$ cat config.mk
export PLATFORM = sky130hd
export DESIGN_NAME = cell_src_top
export DESIGN_NICKNAME = d
export VERILOG_FILES = /design/src/rtl/cell_src_pkg.sv /design/src/rtl/cell_src_sel.sv /design/src/rtl/cell_src_clav.sv /design/src/rtl/cell_src_seq.sv /design/src/rtl/cell_src_top.sv
export SDC_FILE = /design/constraint.sdc
export NUM_CORES = 1
export LEC_CHECK = 0
export ABC_AREA = 1
export BUFFER_PORTS_ARGS = -buffer_cell sky130_fd_sc_hd__buf_2
export CAP_MARGIN = 10
export CORE_ASPECT_RATIO = 0.8
export CORE_UTILIZATION = 50
export CTS_BUF_LIST = sky130_fd_sc_hd__clkbuf_2
export CTS_CLUSTER_DIAMETER = 80
export CTS_CLUSTER_SIZE = 30
export DETAILED_ROUTE_END_ITERATION = 10
export PLACE_DENSITY = 0.79
export SYNTH_ARGS = -nofsm -noshare
export SYNTH_HDL_FRONTEND = slang
export SYNTH_SLANG_ARGS = --single-unit
$ cat constraint.sdc
create_clock -name clk -period 4.27 [get_ports clk]
set_input_delay 0.6405 -clock clk [delete_from_list [all_inputs] [get_ports clk]]
set_output_delay 0.6405 -clock clk [all_outputs]
set_load 0.1 [all_outputs]
$ cat src/rtl/cell_src_pkg.sv
// Shared constants and types for the receive-side cell source.
// Assumes standard 53-byte ATM cells and an 8-bit bus.
package cell_src_pkg;
    localparam int CELL_BYTES_DEF = 53;
    localparam int BUS_W_DEF      = 8;

    typedef enum logic {
        MODE_SINGLE = 1'b0,
        MODE_MULTI  = 1'b1
    } phy_mode_e;
endpackage

$ cat src/rtl/cell_src_sel.sv
// Selection tracker for multi-PHY mode.
// Records whether this block was addressed at the last edge where the read
// enable was inactive. That value holds while the enable stays active.
// Assumes the master presents the address the cycle before asserting enable.
module cell_src_sel (
    input  logic clk,
    input  logic rst_n,
    input  logic rd_en_n,
    input  logic addr_n,
    output logic selected
);
    // Capture the address while enable is idle, then freeze it during a read.
    always_ff @(posedge clk) begin
        if (!rst_n)       selected <= 1'b0;
        else if (rd_en_n) selected <= ~addr_n;
    end


    sel_frozen_chk: assert property (@(posedge clk) disable iff (!rst_n)
        (!rd_en_n && !$past(rd_en_n)) |=> $stable(selected) || $past(rd_en_n));
endmodule

$ cat src/rtl/cell_src_clav.sv
// Cell-available flag and its output enable.
// The flag is high while a cell is waiting or is partly read. The enable is
// always on in single-PHY mode. In multi-PHY mode it follows the address bit
// delayed by one clock.
module cell_src_clav (
    input  logic clk,
    input  logic rst_n,
    input  logic mphy_mode,
    input  logic addr_n,
    input  logic mid_cell,
    input  logic fifo_cell_rdy,
    output logic clav_out,
    output logic clav_oe
);
    import cell_src_pkg::*;

    logic addr_seen_q;

    // Delay the decoded address bit by one clock for the poll response.
    always_ff @(posedge clk) begin
        if (!rst_n) addr_seen_q <= 1'b0;
        else        addr_seen_q <= ~addr_n;
    end

    // Select the enable source from the mode.
    always_comb begin
        clav_oe = (phy_mode_e'(mphy_mode) == MODE_SINGLE) ? 1'b1 : addr_seen_q;
    end

    // Available while a cell is in flight or another one is queued.
    always_comb begin
        clav_out = mid_cell | fifo_cell_rdy;
    end


    poll_delay_chk: assert property (@(posedge clk) disable iff (!rst_n)
        (mphy_mode && $past(rst_n)) |-> (clav_oe == !$past(addr_n)));
endmodule

$ cat src/rtl/cell_src_seq.sv
// Byte sequencer: walks the byte position through a cell and registers the
// bus value, start-of-cell flag and enables. The position holds while
// advance is low, so a paused cell resumes where it stopped.
// Assumes advance is asserted only when a byte is really available.
module cell_src_seq #(
    parameter int CELL_BYTES = cell_src_pkg::CELL_BYTES_DEF,
    parameter int BUS_W      = cell_src_pkg::BUS_W_DEF
) (
    input  logic             clk,
    input  logic             rst_n,
    input  logic             advance,
    input  logic [BUS_W-1:0] byte_in,
    output logic             mid_cell,
    output logic [BUS_W-1:0] data_out,
    output logic             soc_out,
    output logic             out_en
);
    localparam int PTR_W = $clog2(CELL_BYTES);
    localparam logic [PTR_W-1:0] LAST = PTR_W'(CELL_BYTES - 1);

    logic [PTR_W-1:0] ptr_q;

    // Step the byte position, wrapping after the last byte of a cell.
    always_ff @(posedge clk) begin
        if (!rst_n)       ptr_q <= '0;
        else if (advance) ptr_q <= (ptr_q == LAST) ? '0 : ptr_q + 1'b1;
    end

    // Register the outgoing byte, the start flag and the bus enable.
    always_ff @(posedge clk) begin
        if (!rst_n) begin
            data_out <= '0;
            soc_out  <= 1'b0;
            out_en   <= 1'b0;
        end else begin
            out_en  <= advance;
            soc_out <= advance && (ptr_q == '0);
            if (advance) data_out <= byte_in;
        end
    end

    // A cell is in flight whenever the position is past its first byte.
    always_comb begin
        mid_cell = (ptr_q != '0);
    end


    hold_pos_chk: assert property (@(posedge clk) disable iff (!rst_n)
        !advance |=> $stable(ptr_q));

    ptr_range_chk: assert property (@(posedge clk) disable iff (!rst_n)
        ptr_q <= LAST);
endmodule

$ cat src/rtl/cell_src_top.sv
// Receive-side cell source, the PHY slave of a UTOPIA-style link.
// It decides when a byte may move, feeds the sequencer and exposes the
// tristate outputs as value/enable pairs. The cell buffer is external.
module cell_src_top #(
    parameter int CELL_BYTES = cell_src_pkg::CELL_BYTES_DEF,
    parameter int BUS_W      = cell_src_pkg::BUS_W_DEF
) (
    input  logic             clk,
    input  logic             rst_n,
    input  logic             mphy_mode,
    input  logic             rd_en_n,
    input  logic             addr_n,
    input  logic             fifo_cell_rdy,
    input  logic [BUS_W-1:0] fifo_data,
    output logic             fifo_pop,
    output logic [BUS_W-1:0] data_out,
    output logic             data_oe,
    output logic             soc_out,
    output logic             soc_oe,
    output logic             clav_out,
    output logic             clav_oe
);
    logic selected;
    logic mid_cell;
    logic permitted;

    cell_src_sel i_sel (
        .clk      (clk),
        .rst_n    (rst_n),
        .rd_en_n  (rd_en_n),
        .addr_n   (addr_n),
        .selected (selected)
    );

    cell_src_clav i_clav (
        .clk           (clk),
        .rst_n         (rst_n),
        .mphy_mode     (mphy_mode),
        .addr_n        (addr_n),
        .mid_cell      (mid_cell),
        .fifo_cell_rdy (fifo_cell_rdy),
        .clav_out      (clav_out),
        .clav_oe       (clav_oe)
    );

    // Gate the read: this block must be enabled, selected (multi-PHY only) and
    // have a cell in flight or waiting.
    always_comb begin
        permitted = !mphy_mode || selected;
        fifo_pop  = !rd_en_n && permitted && (mid_cell || fifo_cell_rdy);
    end

    cell_src_seq #(.CELL_BYTES(CELL_BYTES), .BUS_W(BUS_W)) i_seq (
        .clk      (clk),
        .rst_n    (rst_n),
        .advance  (fifo_pop),
        .byte_in  (fifo_data),
        .mid_cell (mid_cell),
        .data_out (data_out),
        .soc_out  (soc_out),
        .out_en   (data_oe)
    );

    // The start flag shares its enable with the data bus.
    always_comb begin
        soc_oe = data_oe;
    end


    soc_needs_oe_chk: assert property (@(posedge clk) disable iff (!rst_n)
        soc_out |-> data_oe);

    oe_after_en_chk: assert property (@(posedge clk) disable iff (!rst_n)
        data_oe |-> $past(!rd_en_n));

    pop_needs_clav_chk: assert property (@(posedge clk) disable iff (!rst_n)
        fifo_pop |-> clav_out);

    single_clav_chk: assert property (@(posedge clk) disable iff (!rst_n)
        !mphy_mode |-> clav_oe);
endmodule

# [Word level (Yosys, flattened, before mapping)]
# Index checks and enable logic that the tools add are counted.
[op_classes] n_addsub=1 eq_ne=1 muxes=2 bitwise_logic=2 n_reduce_logical=9
[ops] operator="adder 6 x 1 -> 6 bit (second input constant)" count=1
[ops] operator="== test 6 bit (second input constant)" count=1
[ops] operator="zero test 6 bit" count=1
[ops] operator="two-way mux 6 bit" count=1
[ops] operator="nonzero test 6 bit" count=1
[ops] operator="logical AND 1 bit" count=3
[ops] operator="zero test 1 bit" count=2
[ops] operator="logical OR 1 bit" count=2
[ops] operator="two-way mux 1 bit" count=1
[ops] operator="inverter 1 bit" count=1
[ops] operator="OR 1 bit" count=1
[totals] register_bits=18 inputBits=14 elab_cells=21

# [Longest topological paths before layout]
# Gate-level depths: netlist of the first run.
[depth] ltp_word=5 depth_mapped=8 depth_no_buf=7

# [Hierarchy]
# Synthesis of the first run repeated with hierarchy kept, for this count alone.
[unflattened] hier_cells=105 area_unflattened_um2=763.2
[by_module_without_submodules] mod="cell_src_seq" instances=1 cells_each=85 area_per_inst_um2=644.4 seq_area_each_um2=320.3
[by_module_without_submodules] mod="cell_src_clav" instances=1 cells_each=8 area_per_inst_um2=48.8 seq_area_each_um2=20.0
[by_module_without_submodules] mod="cell_src_sel" instances=1 cells_each=5 area_per_inst_um2=37.5 seq_area_each_um2=20.0
[by_module_without_submodules] mod="cell_src_top" instances=1 cells_each=7 area_per_inst_um2=32.5 seq_area_each_um2=0.0

# [Worst setup path before layout of the first run]
# No wires, ideal clock.
[synth_timing] path_type="register -> output" start="register i_seq.out_en" end="output soc_oe" arrival_ps=1356 required_time_ps=3629 path_slack_ps=2273 stages_incl_launch_ff=2 path_buffers=1 cell_sequence="dfxtp_1 -> buf_4"
[synth_lines] item="start, declared" line_no="cell_src_seq.sv:16" source="output logic out_en"
[synth_lines] item="start signal, assigned" line_no="cell_src_seq.sv:36" source="out_en <= advance;"
[synth_lines] item="end, declared" line_no="cell_src_top.sv:19" source="output logic soc_oe,"
# No word-level cell between the ends.

# [Worst setup path after layout of the first run]
[layout_timing] start="register i_seq.ptr_q[0]" end="output fifo_pop"
[layout_via] elab_chain_len=3
[layout_rtl] item="start, declared" line_no="cell_src_seq.sv:21" source="logic [PTR_W-1:0] ptr_q;"
[layout_rtl] item="start signal, assigned" line_no="cell_src_seq.sv:26" source="else if (advance) ptr_q <= (ptr_q == LAST) ? '0 : ptr_q + 1'b1;"
[layout_rtl] item="nonzero test 6 bit" line_no="cell_src_seq.sv:44" source="mid_cell = (ptr_q != '0);"
[layout_rtl] item="logical OR 1 bit" line_no="cell_src_top.sv:50" source="fifo_pop = !rd_en_n && permitted && (mid_cell || fifo_cell_rdy);"
[layout_rtl] item="logical AND 1 bit" line_no="cell_src_top.sv:50"
[layout_rtl] item="end, declared" line_no="cell_src_top.sv:15" source="output logic fifo_pop,"
# No other way between the ends.

==> impl_metrics.env, run 1 <==
export IMPL_outcome="completed"
export IMPL_finalCriticalPeriod_ps=2780
export IMPL_antenna_found_initial=0
export IMPL_dieArea_um2=1940
export IMPL_drt_pass1_iter_count=2
export IMPL_gp_congestion=0.811
export IMPL_nNetsFinal=146
export IMPL_netlist_instances=103
export IMPL_die_h_um=39.6
export IMPL_totalWireLength_mm=1.53
export IMPL_cp_max_fo=14
export IMPL_track_usage_pct=17.1
export IMPL_layout_common_cells="27 x buf_2, 18 x dfxtp_1, 12 x nor2_1, 10 x nor2_2, 10 x nand2_1"
export IMPL_grt_pass1_wl_mm=2.42
export IMPL_fmax_ghz=0.359
export IMPL_crit_required_ps=3630
export IMPL_synth_nets=119
export IMPL_syn_area_per_cell_um2=8.56
export IMPL_start_util_pct=53.7
export IMPL_core_area_um2=1640
export IMPL_finalSetupViolCount=0
export IMPL_maxSlewHeadroom_pct=67.5
export IMPL_p_leak_nw=0.449
export IMPL_post_place_cells=147
export IMPL_register_area_um2=360
export IMPL_dpl_hpwl_mm=1.14
export IMPL_detail_route_vias_per_cell=4.81
export IMPL_port_buffers=27
export IMPL_yosys_area_top_type="dfxtp_1"
export IMPL_syn2layout_area_growth_pct=14.6
export IMPL_htreeDepth=1
export IMPL_vias=726
export IMPL_yosysSeqAreaShare_pct=40.9
export IMPL_hold_viol=0
export IMPL_rows=13
export IMPL_n_antenna_cell=0
export IMPL_path_clk_slew_ps=160
export IMPL_cts_root_buf="clkbuf_2"
export IMPL_crit_type="reg -> out"
export IMPL_grt_max_degree=18
export IMPL_cts_tree="yes"
export IMPL_tns_ps=0
export IMPL_filler_cell_count=165
export IMPL_rrSetupSlack_ps=2600
export IMPL_final_common_cell="buf_2"
export IMPL_cts_resized=0
export IMPL_io_pins=28
export IMPL_synth_area_leaders="dfxtp_1 41%, nor2_2 7.1%, nor2_1 5.1%"
export IMPL_grt_pass1_vias=560
export IMPL_synth_top_area_share_pct=40.9
export IMPL_grt_ovfl_total=0
export IMPL_peakVddDrop_uv=302
export IMPL_fin_worst_skew_ps=3.24
export IMPL_yosysUniqueCellTypes=25
export IMPL_period_share_pct=65.2
export IMPL_drv_slew=0
export IMPL_post_route_cells_drive_above_1_share_pct=38.8
export IMPL_syn_area_um2=882
export IMPL_worst_pin_slew_ps=491
export IMPL_wl_per_cell_um=10.1
export IMPL_cts_buffers=3
export IMPL_remaining_drc_errors=0
export IMPL_post_cts_setup_buffers=0
export IMPL_multi_input_area_um2=435
export IMPL_maxCapViolations=0
export IMPL_cts_hold_buffers_added=0
export IMPL_chipWidth_um=49.0
export IMPL_ant_nets=0
export IMPL_worstSkewPairLatency_ps=290
export IMPL_start_kind="flip-flop"
export IMPL_synth_seq_cells=18
export IMPL_powerDensity_nw_per_um2=383
export IMPL_cts_sinks=18
export IMPL_hold_class="in -> reg"
export IMPL_clockBufferDepth=2
export IMPL_drtIter0Drc=7
export IMPL_yosys_warnings=0
export IMPL_finalNonFillerCells=151
export IMPL_end_kind="output port"
export IMPL_rsz0062_at_grt="no"
export IMPL_arrival_ps=2140
## metal layers
layer	vias up	global-route usage, %	routed length [µm]
li1	382	-	-
met1	324	22.0	782
met2	18	27.4	663
met3	2	6.98	74
met4	0	2.21	10
met5	-	0	0
## worst paths after layout
path,start,end,depth (start not counted)
worst max-delay path,i_seq.ptr_q[0],fifo_pop,6
worst min-delay path,addr_n,i_clav.addr_seen_q,2
worst max register to register,i_seq.ptr_q[0],i_seq.ptr_q[3],7
worst min register to register,i_seq.data_out[1],i_seq.data_out[1],2
## synth_stat cells
cell type   n
nand3_1     6
nor2_2     10
xor2_1      3
nand4_4     1
inv_1       8
nor2_4      2
buf_6       1
inv_2       1
nand4_1     1
clkbuf_1    1
nand3b_1    1
o21ai_0     7
a21oi_1     5
o21ai_1     4
nand2_1    10
dfxtp_1    18
nand3_2     1
buf_4       1
ha_1        2
nor3_1      1
nor2_1     12
a21oi_4     1
a21oi_2     2
nand2_4     2
buf_8       2
## cell type report
class                   instances  share of cell area (%)
multi-input cells              71                    43.1
flip-flops and latches         18                    35.6
repair buffers                 27                    13.4
inverters                       9                    3.34
well taps                      22                    2.72
clock buffers                   3                    1.49
clock inverters                 1                   0.371
## cells by family after synthesis
group                    synth area share, %
XOR/XNOR                                2.98
adder cells (fa/ha/maj)                 2.84
AND/OR/NAND/NOR                         30.6
AO/OA/AOI/OAI                           12.9
buffers and inverters                   9.79
flip-flops                              40.9
## power by group
part / internal [W] / switching, W
registers: 0.000178 / 0.00000654
clock network: 0.0000204 / 0.0000501
logic: 0.0000266 / 0.000105
total: 0.000225 / 0.000162
## worst max-delay path, stage by stage (launching register included)
cell and delay [ps]:
dfxtp_1 430, inv_1 100, ha_1 270, nand3_2 120
nor2_2 50, nor2_4 360, buf_2 520
## state kept, by name, indices dropped and copies added (netlist names)
name / count
i_seq.soc_out: 1
i_seq.data_out: 8
i_sel.selected: 1
i_seq.out_en: 1
i_clav.addr_seen_q: 1
i_seq.ptr_q: 6
## per-stage QoR
stage	hold WS, ps	area, µm²	utilization, %	power [W]	setup WS (ps)
after floorplan	478	882	-	0.000304	2270
after global placement	473	992	60.4	0.000319	1710
after detailed placement	484	992	60.4	0.000321	1680
after CTS	486	1010	61.5	0.000391	1480
after global routing	461	1010	61.5	0.000408	1340
final	495	1010	61.5	0.000387	1490
Note: power is estimated with default switching activity, not from simulation.
==> run 2: changes to the inputs <==
--- a/config.mk
+++ b/config.mk
@@ -5,7 +5,7 @@
 export SDC_FILE = /design/constraint.sdc
 export NUM_CORES = 1
 export LEC_CHECK = 0
-export ABC_AREA = 1
+export ABC_AREA = 0
 export BUFFER_PORTS_ARGS = -buffer_cell sky130_fd_sc_hd__buf_2
 export CAP_MARGIN = 10
 export CORE_ASPECT_RATIO = 0.8
@@ -14,7 +14,7 @@
 export CTS_CLUSTER_DIAMETER = 80
 export CTS_CLUSTER_SIZE = 30
 export DETAILED_ROUTE_END_ITERATION = 10
-export PLACE_DENSITY = 0.79
+export PLACE_DENSITY = 0.8
 export SYNTH_ARGS = -nofsm -noshare
 export SYNTH_HDL_FRONTEND = slang
 export SYNTH_SLANG_ARGS = --single-unit
==> constraint.sdc (replaced) <==
create_clock -name clk -period 2.6 [get_ports clk]
set_input_delay 0.39 -clock clk [delete_from_list [all_inputs] [get_ports clk]]
set_output_delay 0.39 -clock clk [all_outputs]
set_load 0.1 [all_outputs]
==> run 2 against run 1 <==
Effect of this change: flip-flop and latch count unchanged; critical path depth is the same; first-iteration DRC count is 14% higher; sequential share of layout area up 0.95 points; via count shrank 12%; routed wire length decreased by 2.2%; largest cell class unchanged; register-to-register slack got worse by 1800 ps; area after synthesis shrank 7.9%.
==> impl_metrics.env, run 2 <==
export IMPL_outcome="completed"
export IMPL_drtIter0Drc=8
export IMPL_maxCapViolations=0
export IMPL_ant_nets=0
export IMPL_fmax_ghz=0.447
export IMPL_grt_pass1_wl_mm=2.27
export IMPL_cp_slowest_cell="dfxtp_1"
export IMPL_arrival_ps=1850
export IMPL_gp_congestion=0.775
export IMPL_ys_flop_type="dfxtp_1"
export IMPL_hold_viol=0
export IMPL_rsz0062_at_grt="no"
export IMPL_maxSlewHeadroom_pct=67.7
export IMPL_cts_resized=0
export IMPL_drv_slew=0
export IMPL_synth_nets=93
export IMPL_post_route_cells_drive_above_1_share_pct=37.5
export IMPL_p_leak_nw=0.461
export IMPL_start_kind="flip-flop"
export IMPL_worst_pin_slew_ps=487
export IMPL_cts_sinks=18
export IMPL_rows=12
export IMPL_period_share_pct=86.1
export IMPL_antenna_found_initial=0
export IMPL_cts_root_buf="clkbuf_2"
export IMPL_async_reset_ff_share_pct=0
export IMPL_worstSkewPairLatency_ps=290
export IMPL_crit_buf_inv=3
export IMPL_grt_pass1_vias=529
export IMPL_crit_required_ps=2210
export IMPL_yosysUniqueCellTypes=26
export IMPL_syn_area_per_cell_um2=10.5
export IMPL_powerDensity_nw_per_um2=568
export IMPL_chipWidth_um=47.1
export IMPL_nNetsFinal=122
export IMPL_cpPeakStageDelay_ps=410
export IMPL_n_antenna_cell=0
export IMPL_fin_ws_ps=362
export IMPL_layout_common_cells="26 x buf_2, 18 x dfxtp_1, 11 x nor2b_1, 9 x mux2i_1, 4 x and4b_1"
export IMPL_synth_most_common_cell="dfxtp_1"
export IMPL_tns_ps=0
export IMPL_clockBufferDepth=2
export IMPL_core_area_um2=1460
export IMPL_grt_max_degree=22
export IMPL_netlist_instances=77
export IMPL_synth_seq_cells=18
export IMPL_top_register="i_seq.data_out"
export IMPL_start_util_pct=55.8
export IMPL_yosys_area_top_type="dfxtp_1"
export IMPL_top_regs="i_seq.data_out: 8 flops, i_seq.ptr_q: 6 flops"
export IMPL_wl_per_cell_um=12.0
export IMPL_final_common_cell="buf_2"
export IMPL_finalCriticalPeriod_ps=2240
export IMPL_die_h_um=38.0
export IMPL_peakVddDrop_uv=432
export IMPL_dpl_hpwl_mm=1.13
export IMPL_cts_tree="yes"
export IMPL_grt_ovfl_total=0
export IMPL_finalSetupViolCount=0
export IMPL_largest_register_ffs=8
export IMPL_cp_max_fo=15
export IMPL_syn_area_um2=812
export IMPL_fin_worst_skew_ps=2.80
export IMPL_vias=636
export IMPL_syn2layout_area_growth_pct=21.3
export IMPL_htreeDepth=1
export IMPL_end_kind="output port"
export IMPL_synth_area_leaders="dfxtp_1 44%, mux2i_1 11%, nor2b_1 8.5%"
export IMPL_track_usage_pct=18.7
export IMPL_io_pins=28
export IMPL_dieArea_um2=1790
export IMPL_path_clk_slew_ps=140
export IMPL_yosys_warnings=0
export IMPL_cts_hold_buffers_added=0
export IMPL_synth_edf_count=0
export IMPL_port_buffers=27
export IMPL_crit_type="reg -> out"
export IMPL_synth_top_area_share_pct=44.4
export IMPL_ys_top_cells_by_count="18 x dfxtp_1, 11 x nor2b_1, 9 x mux2i_1, 4 x and4b_1"
export IMPL_yosysSeqAreaShare_pct=44.4
export IMPL_remaining_drc_errors=0
export IMPL_path_cells="inv_1 -> ha_1 -> nor2b_1 -> a221oi_2 -> buf_4 -> buf_12"
export IMPL_hold_class="in -> reg"
export IMPL_post_cts_setup_buffers=0
export IMPL_cpLargestDelayFamily="buffers and inverters"
export IMPL_detail_route_vias_per_cell=5.09
export IMPL_totalWireLength_mm=1.50
export IMPL_dp_slack_ps=696
export IMPL_cts_buffers=3
export IMPL_drt_pass1_iter_count=6
## run 2: worst paths after layout
path	cells past startpoint	slack, ps	from	endpoint
setup reg to reg	7	810	i_seq.ptr_q[0]	i_seq.ptr_q[5]
hold reg to reg	1	520	i_sel.selected	i_sel.selected
hold / removal	2	250	addr_n	i_clav.addr_seen_q
setup / recovery	6	360	i_seq.ptr_q[0]	fifo_pop
## run 2: worst reg2reg max path, stage by stage (launching register included)
cell and delay (ps):
dfxtp_1 410, inv_1 80, ha_1 180, nor2b_1 170, a221oi_2 260, buf_4 260, o21ai_0 120, a31o_1 220
## run 2: per-layer routing
layer | GRT usage, % | vias to the layer above | share of wire, %
li1 | - | 328 | -
met1 | 21.3 | 289 | 48
met2 | 29.9 | 19 | 46
met3 | 8.49 | 0 | 5.5
met4 | 7.86 | 0 | 0
met5 | 0 | - | 0
## run 2: area by class of cell
cell class	count	area (µm²)
inverter	3	11.3
multi-input combinational	51	407
sequential	18	360
fill	129	472
timing repair buffer	29	165
tap	21	26.3
clock buffer	3	15.0
## run 2: cell families after synthesis
family	share of synthesized area, %
AOI/OAI and AO/OA	10.8
adders and majority gates	3.08
buffers and inverters	5.55
DFF	44.4
muxes	11.1
and+or+nand+nor	25.1
## run 2: per-stage QoR
step                      hold slack, ps  utilization (%)  cells  total power (W)  instance area [µm²]
after global placement               485             66.6    122         0.000456                  970
after floorplan                      462                -     77         0.000428                  812
final                                254             67.6    125         0.000559                  985
after detailed placement             491             66.6    122         0.000460                  970
after global routing                 237             67.6    125         0.000588                  985
after CTS                            256             67.6    125         0.000563                  985
## run 2: power by group
part / switching [W] / internal, W / total, W / leakage [nW]
Sequential: 0.00000576 / 0.000287 / 0.000293 / 0.147
Combinational: 0.000120 / 0.0000399 / 0.000160 / 0.302
Clock: 0.0000749 / 0.0000315 / 0.000106 / 0.0125
Total: 0.000201 / 0.000359 / 0.000559 / 0.461
